**src/rtl/strloop_pkg.sv**
```systemverilog
package strloop_pkg;
  localparam logic [2:0] OP_REP   = 3'd0;
  localparam logic [2:0] OP_REPE  = 3'd1;
  localparam logic [2:0] OP_REPNE = 3'd2;
  localparam logic [2:0] OP_LOOP  = 3'd3;
  localparam logic [2:0] OP_JCXZ  = 3'd4;

  localparam int NPTR    = 2;
  localparam int SRC_IDX = 0;
  localparam int DST_IDX = 1;

  typedef enum logic {ST_IDLE, ST_XFER} st_e;
endpackage

```
**src/rtl/strloop_ptr_step.sv**
```systemverilog
module strloop_ptr_step #(
  parameter int W = 16
) (
  input  logic [W-1:0] cur,
  input  logic         dir,
  input  logic         wide,
  output logic [W-1:0] nxt
);
  localparam logic [W-1:0] STEP_B = W'(1);
  localparam logic [W-1:0] STEP_W = W'(2);

  logic [W-1:0] step;

  assign step = wide ? STEP_W : STEP_B;
  assign nxt  = dir ? (cur - step) : (cur + step);
endmodule

```
**src/rtl/strloop_cnt_eval.sv**
```systemverilog
module strloop_cnt_eval #(
  parameter int W = 16
) (
  input  logic [W-1:0] cnt,
  output logic [W-1:0] dec,
  output logic         dec_zero,
  output logic         cur_zero
);
  assign dec      = cnt - W'(1);
  assign dec_zero = (dec == '0);
  assign cur_zero = (cnt == '0);
endmodule

```
**src/rtl/strloop_ctrl.sv**
```systemverilog
module strloop_ctrl
  import strloop_pkg::*;
#(
  parameter int W = 16
) (
  input  logic         clk,
  input  logic         rst,
  input  logic         ld_en,
  input  logic [W-1:0] ld_cnt,
  input  logic [W-1:0] ld_src,
  input  logic [W-1:0] ld_dst,
  input  logic         cmd_valid,
  input  logic [2:0]   cmd_op,
  input  logic         cmd_dir,
  input  logic         cmd_wide,
  output logic         mem_req,
  output logic [W-1:0] mem_src,
  output logic [W-1:0] mem_dst,
  output logic         mem_wide,
  input  logic         mem_ack,
  input  logic         mem_zf,
  output logic         busy,
  output logic         done,
  output logic         br_valid,
  output logic         br_taken,
  output logic [W-1:0] cnt_out,
  output logic [W-1:0] src_out,
  output logic [W-1:0] dst_out
);
  st_e                      st_q;
  logic [W-1:0]             cnt_q;
  logic [NPTR-1:0][W-1:0]   ptr_q;
  logic [NPTR-1:0][W-1:0]   ptr_nxt;
  logic                     dir_q;
  logic                     wide_q;
  logic [2:0]               kind_q;
  logic                     done_q;
  logic                     brv_q;
  logic                     brt_q;

  logic [W-1:0]             cnt_dec;
  logic                     dec_zero;
  logic                     cur_zero;
  logic                     cmp_stop;
  logic                     is_str_op;

  strloop_cnt_eval #(.W(W)) u_cnt (
    .cnt      (cnt_q),
    .dec      (cnt_dec),
    .dec_zero (dec_zero),
    .cur_zero (cur_zero)
  );

  for (genvar g = 0; g < NPTR; g++) begin : g_ptr
    strloop_ptr_step #(.W(W)) u_step (
      .cur  (ptr_q[g]),
      .dir  (dir_q),
      .wide (wide_q),
      .nxt  (ptr_nxt[g])
    );
  end

  assign is_str_op = (cmd_op == OP_REP) || (cmd_op == OP_REPE) || (cmd_op == OP_REPNE);

  always_comb begin
    cmp_stop = 1'b0;
    if (kind_q == OP_REPE)  cmp_stop = !mem_zf;
    if (kind_q == OP_REPNE) cmp_stop = mem_zf;
  end

  always_ff @(posedge clk) begin
    if (rst) begin
      st_q   <= ST_IDLE;
      cnt_q  <= '0;
      ptr_q  <= '0;
      dir_q  <= 1'b0;
      wide_q <= 1'b0;
      kind_q <= OP_REP;
      done_q <= 1'b0;
      brv_q  <= 1'b0;
      brt_q  <= 1'b0;
    end else begin
      done_q <= 1'b0;
      brv_q  <= 1'b0;
      case (st_q)
        ST_IDLE: begin
          if (ld_en) begin
            cnt_q          <= ld_cnt;
            ptr_q[SRC_IDX] <= ld_src;
            ptr_q[DST_IDX] <= ld_dst;
          end else if (cmd_valid) begin
            if (is_str_op) begin
              dir_q  <= cmd_dir;
              wide_q <= cmd_wide;
              kind_q <= cmd_op;
              if (cur_zero) done_q <= 1'b1;
              else          st_q   <= ST_XFER;
            end else if (cmd_op == OP_LOOP) begin
              cnt_q <= cnt_dec;
              brv_q <= 1'b1;
              brt_q <= !dec_zero;
            end else if (cmd_op == OP_JCXZ) begin
              brv_q <= 1'b1;
              brt_q <= cur_zero;
            end
          end
        end
        ST_XFER: begin
          if (mem_ack) begin
            ptr_q <= ptr_nxt;
            cnt_q <= cnt_dec;
            if (dec_zero || cmp_stop) begin
              st_q   <= ST_IDLE;
              done_q <= 1'b1;
            end
          end
        end
        default: st_q <= ST_IDLE;
      endcase
    end
  end

  assign mem_req  = (st_q == ST_XFER);
  assign busy     = (st_q == ST_XFER);
  assign mem_src  = ptr_q[SRC_IDX];
  assign mem_dst  = ptr_q[DST_IDX];
  assign mem_wide = wide_q;
  assign done     = done_q;
  assign br_valid = brv_q;
  assign br_taken = brt_q;
  assign cnt_out  = cnt_q;
  assign src_out  = ptr_q[SRC_IDX];
  assign dst_out  = ptr_q[DST_IDX];
endmodule

```
**config.mk**
```make
export PLATFORM = sky130hd
export DESIGN_NAME = strloop_ctrl
export DESIGN_NICKNAME = d
export VERILOG_FILES = /design/src/rtl/strloop_pkg.sv /design/src/rtl/strloop_ptr_step.sv /design/src/rtl/strloop_cnt_eval.sv /design/src/rtl/strloop_ctrl.sv
export SDC_FILE = /design/constraint.sdc
export NUM_CORES = 1
export LEC_CHECK = 0
export BUFFER_PORTS_ARGS = -buffer_cell sky130_fd_sc_hd__clkbuf_2
export CAP_MARGIN = 40
export CORE_UTILIZATION = 50
export CTS_BUF_LIST = sky130_fd_sc_hd__clkbuf_4 sky130_fd_sc_hd__clkbuf_8
export CTS_CLUSTER_SIZE = 25
export DETAILED_ROUTE_END_ITERATION = 8
export GPL_ROUTABILITY_DRIVEN = 0
export PLACE_DENSITY = 0.77
export REMOVE_ABC_BUFFERS = 1
export SETUP_SLACK_MARGIN = 0.05
export SLEW_MARGIN = 20
export SYNTH_ARGS = -nofsm -noshare
export SYNTH_HDL_FRONTEND = slang
export SYNTH_SLANG_ARGS = --single-unit
```
**constraint.sdc**
```tcl
create_clock -name clk -period 3.65 [get_ports clk]
set_input_delay 0.1825 -clock clk [delete_from_list [all_inputs] [get_ports clk]]
set_output_delay 0.1825 -clock clk [all_outputs]
set_load 0.01 [all_outputs]
```
* Word-level counts from Yosys, hierarchy flattened
Cells that the tools add are included.
** Storage, ports and cells
- Register bits after elaboration :: 57
- Latch bits :: 0
- RAM bits :: 0
- Bits in read-only memories :: 0
- Bits of input ports :: 59
- Output and inout port bits :: 86
- Logic and storage cells :: 76
- Memories kept :: 0
** Operators by class
- Add/sub/neg operators :: 5
- $mul :: 0
- Div/mod/pow operators :: 0
- Magnitude comparators :: 0
- Equality and inequality tests :: 11
- Shift-type cells :: 0
- Mux-type cells :: 32
- Bitwise logic cells :: 4
- Reductions and logical operators :: 14
** Operator list (number)
- $mux W16 :: 7
- $mux W32 :: 2
- $pmux W32 S2 :: 1
- $add A16 B16 Y16 :: 2
- $logic_not A16 Y1 :: 2
- $pmux W16 S2 :: 1
- $sub A16 B16 Y16 :: 2
- $mux W1 :: 18
- $sub A16 B1 Y16 const B :: 1
- $eq A3 B2 Y1 const B :: 3
- $ne A3 B3 Y1 const B :: 3
- $reduce_and A4 Y1 :: 2
- $eq A3 B1 Y1 const B :: 2
- $reduce_and A5 Y1 :: 1
- $reduce_or A5 Y1 :: 1
- $ne A2 B2 Y1 const B :: 2
- $not A1 Y1 :: 4
- $pmux W1 S2 :: 2
- $eq A3 B3 Y1 const B :: 1
- $logic_not A3 Y1 :: 1
- $logic_or A1 B1 Y1 :: 3
- $logic_not A1 Y1 :: 2
- $mux W2 :: 1
- $reduce_and A2 Y1 :: 1
- $reduce_bool A2 Y1 :: 1

* Depth between registers and ports, before layout
- Word-level depth :: 7
- Depth in mapped cells :: 12
- Mapped depth without buffers :: 12

* By module
From an unflattened synthesis, not the netlist that was laid out.
** Unflattened totals
- Cell total of the unflattened synthesis :: 565
- Area total of the unflattened synthesis :: 4906.0 um2
** By module, submodules not included
- strloop_ctrl :: times used 1, cells each 301, area an instance 2934.1 um2, sequential area each 1141.1 um2
- strloop_ptr_step :: times used 2, cells each 97, area an instance 742.0 um2, sequential area each 0.0 um2
- strloop_cnt_eval :: times used 1, cells each 70, area an instance 488.0 um2, sequential area each 0.0 um2

* Worst setup path after synthesis
OpenSTA, ideal clock, no wires.
- Path kind :: reg-to-reg
- Start :: reg dir_q
- End :: reg ptr_q, in the netlist mem_src[14]
- Setup time :: 0.130 ns
- Arrival time :: 2.840 ns
- Data required time :: 3.520 ns
- Setup slack :: 0.680 ns
- Cell stages (with the launch flop) :: 13
- Path buffers :: 1
- Period minus slack after synthesis :: 2.970 ns
- Cell sequence :: dfxtp_1 > clkbuf_1 > nand2_1 > inv_1 > fa_1 > a211oi_1 > o21ai_0 > and3b_1 > o21ai_1 > a21oi_1 > a311oi_1 > xor2_1 > o22ai_1
** On the way
- Cells in the longest elaborated chain, start to end :: 3
** Ends and longest elaborated chain
- start, declared :: RTL line strloop_ctrl.sv:34 : logic dir_q;
- start signal, assigned :: RTL line strloop_ctrl.sv:93 : dir_q <= cmd_dir;
- $mux W16 :: RTL line strloop_ptr_step.sv:15 : assign nxt = dir ? (cur - step) : (cur + step);
- $mux W32 :: RTL line strloop_ctrl.sv:109 : if (mem_ack) begin
- $pmux W32 S2 :: RTL line strloop_ctrl.sv:85 : case (st_q)
- end signal, assigned by index :: RTL line strloop_ctrl.sv:89 : ptr_q[SRC_IDX] <= ld_src;
- end signal, assigned by index :: RTL line strloop_ctrl.sv:90 : ptr_q[DST_IDX] <= ld_dst;
- end signal, assigned :: RTL line strloop_ctrl.sv:110 : ptr_q <= ptr_nxt;
- end, declared :: RTL line strloop_ctrl.sv:32 : logic [NPTR-1:0][W-1:0] ptr_q;
No other way between the ends. The select of a mux whose other input is x is not followed.
A chain may end at the register's enable or synchronous reset.

* Worst setup path in the final report
- Start :: reg wide_q, in the netlist mem_wide
- End :: reg ptr_q, in the netlist mem_src[14]
** On the way
- Cells in the longest elaborated chain, start to end :: 5
- Elaborated cells on any way between the ends :: 6
- Classes of those cells :: add/sub: 2; mux: 4
** Ends and longest elaborated chain
- start, declared :: RTL line strloop_ctrl.sv:35 : logic wide_q;
- start signal, assigned :: RTL line strloop_ctrl.sv:94 : wide_q <= cmd_wide;
- $mux W2 * :: RTL line strloop_ptr_step.sv:14 : assign step = wide ? STEP_W : STEP_B;
- $add A16 B16 Y16 or $sub A16 B16 Y16 (tied branches) :: RTL line strloop_ptr_step.sv:15
- $mux W16 * :: RTL line strloop_ptr_step.sv:15
- $mux W32 * :: RTL line strloop_ctrl.sv:109
- $pmux W32 S2 * :: RTL line strloop_ctrl.sv:85
Every way passes the cells marked *; elsewhere a longest branch is shown, timed or not. The select of a mux whose other input is x is not followed.

==> metrics <==
critical path launch point type flip-flop; post-layout min period 2.90 ns; All-Layer GR Usage 25.8%; register area share after synthesis 25.0%; Vert. Die Dim 97.5 microns; Post-synth top flop dfxtp_1; status finished clean; DRC violations left 0; crit path cell chain inv_1 -> nand2_1 -> inv_1 -> fa_1 -> a211oi_1 -> o21ai_0 -> and3b_1 -> o21ai_1 -> a21oi_1 -> a311oi_1 -> xor2_1 -> o22ai_1; hold_buf cts 0; CTS tree done; die area 0.00951 sq mm; Die Wd 97.5 microns; Crit path buffers/inverters 2; # diodes 0; Routed Wire Length 12500 microns; # H-tree levels 3; Placed Area 0.00507 sq mm; DP HPWL 9000 microns; EDFF count, synth 0; R2R Setup Slk 0.75 ns; area delta synth->final 14.9%; Worst Setup SP mem_wide$_SDFFE_PP0P_; hold slack 0.0890 ns; TritonRoute pass-1 iters 4; final worst slack 0.755 ns; vias per inst 5.91; RSZ-0062 raised after global routing no; I/O Buffers 144; CTS Sinks 57; Crit. path cell count 12; drt initial violations 244; leakage 0.00247 uW; final hold viol count 0; Post-CTS Resized 0; Reg clk slew, reported paths 0.06 ns; Final period util 79.3%; share of flip-flops with an asynchronous set or reset 0%; Clock Latency Late Sink 0.34 ns; Mean Syn Cell Area 7.59 sq um; area of the multi-input gates 0.00295 sq mm; slowest cell on the critical path fa_1; HP Class primary input to flip-flop; worst reg2reg path endpoint mem_src[14]$_SDFFE_PP0P_; Worst EP arrival 3.09 ns; fmax 0.345 GHz; total congestion overflow 0; WL per Instance 15.4 microns; CP max stage delay 0.47 ns; Slew @ Worst Pin 0.653 ns; Yosys warning count 0; Seq cells post-synth 57; Mapped Area 0.00456 sq mm; clk_skew 0.0110 ns; # Max-Cap Violations 0; antenna violations before repair 0; setup violators final 0; CP Capture Point mem_src[14]$_SDFFE_PP0P_; largest net degree at the start of global routing 54; crit path kind flip-flop to flip-flop; Root Driver clkbuf_8; Power per Cell Area 425 mW/mm^2; critical path peak fanout 3; Worst setup EP type flip-flop; post-CTS setup buffers 0; layout cells sized above 1 25.7%; core region area 0.00876 sq mm; vias 4799; Reg-to-Reg Start mem_wide$_SDFFE_PP0P_; pre-CTS setup slack 0.794 ns; CTS Buf Count 9; Yosys cell types 67; fin. max-slew vios 0; Fillers 832; CTS max path bufs 2; first-pass GRT wire length 20300 microns; r2r worst-path depth 12; Final nets 792; Finished Cell Area 0.00524 sq mm; Initial Util 52.0%; CP most frequent cell inv_1; Required @ worst endpoint 3.85 ns; Crit path max-delay family compound AO/OA/AOI/OAI gates; vias in the first global route 4344; Post-Synthesis Cells 601; Sequential cell area 0.00114 sq mm; VDD IR-drop max 0.000289 V; Rows 34; Antenna Nets Post-Route 0; Slew Limit Headroom 56.4%; # IOs 145
## power breakdown
| part | leakage, uW | total, uW | switching (uW) | internal [uW] |
|---|---|---|---|---|
| logic | 0.00192 | 908 | 533 | 375 |
| registers | 0.000470 | 802 | 104 | 698 |
| clock network | 0.0000852 | 518 | 269 | 248 |
| total | 0.00247 | 2230 | 906 | 1320 |
## worst reg2reg max path, delay by kind of cell (launching register included)
family          cells  cell delay, ns
compound gates      6            1.27
flops               1            0.35
fa+ha+maj           1            0.47
buf+inv             2            0.17
xor+xnor            1            0.19
simple gates        2            0.30
## kinds of logic after synthesis
logic type	synth area share (%)
simple gates	22.7
flops	25.0
fa+ha+maj	9.66
xor+xnor	3.84
compound gates	26.3
buf+inv	10.4
mux	2.19
## sequential cells by signal (all words and copies together) (netlist names)
signal and cells:
br_taken 1, mem_wide 1, dst_out 16, busy 1, mem_src 16, dir_q 1
kind_q 3, done 1, br_valid 1, cnt_out 16
## layout by cell type (no fill, tap or decap), types with 8 or more instances in the layout
master,count
nand3_1,17
nand2b_1,8
clkbuf_2,144
o21a_1,8
nor2_1,83
nor3_1,19
mux2i_1,10
a211oi_1,30
nand2_1,41
xnor2_1,13
dfxtp_1,57
a21oi_1,61
ha_1,32
o21ai_0,36
inv_1,13
buf_4,9
clkbuf_8,9
## cell type report
| cell class | instances | share of cell area [%] |
|---|---|---|
| Tap cell | 108 | 2.58 |
| Clock inverter | 6 | 0.669 |
| Clock buffer | 10 | 2.51 |
| Multi-Input combinational cell | 463 | 56.3 |
| Sequential cell | 57 | 21.8 |
| Timing Repair Buffer | 153 | 15.0 |
| Inverter | 15 | 1.07 |
## through the flow
step                      std cells  TNS (ns)  utilization [%]  total power (uW)
after floorplan                 535     -1.16                -              1390
after global placement          795         0             57.8              1680
after detailed placement        796         0             57.9              1710
after CTS                       812         0             59.8              2230
after global routing            812         0             59.8              2380
final                           812         0             59.8              2230
## cell usage after synthesis (all sizes together) (10+ instances only)
| library cell | n | area share (%) |
|---|---|---|
| a211oi | 30 | 4.9 |
| a21oi | 61 | 6.7 |
| buf | 40 | 6.8 |
| clkbuf | 26 | 2.4 |
| dfxtp | 57 | 25 |
| ha | 32 | 8.8 |
| inv | 13 | 1.1 |
| mux2i | 10 | 2.2 |
| nand2 | 42 | 3.6 |
| nand3 | 17 | 1.9 |
| nor2 | 84 | 7.3 |
| nor3 | 19 | 2.1 |
| o21ai | 39 | 4.3 |
| xnor2 | 13 | 2.5 |
## layer usage
layer  vias to the layer above  part of all wire [%]  global-route usage [%]
met5                         -                     0                       0
met4                         0                   1.5                    9.05
met1                      2221                    44                    33.0
met2                       196                    48                    43.6
li1                       2363                     -                       -
met3                        19                   6.6                    4.32
## worst min-delay path by stage
stage	to	from	slack, ns	depth (start not counted)
2_1_floorplan	cnt_out[0]$_SDFFE_PP0P_	rst	0.25	1
3_3_place_gp	mem_wide$_SDFFE_PP0P_	cmd_wide	0.43	3
3_5_place_dp	mem_wide$_SDFFE_PP0P_	cmd_wide	0.44	3
4_1_cts	dir_q$_SDFFE_PP0P_	cmd_dir	0.08	3
5_1_grt	mem_wide$_SDFFE_PP0P_	cmd_wide	0.1	3
6_report	dir_q$_SDFFE_PP0P_	cmd_dir	0.09	3
No activity file was read; power rests on OpenSTA's default activity.
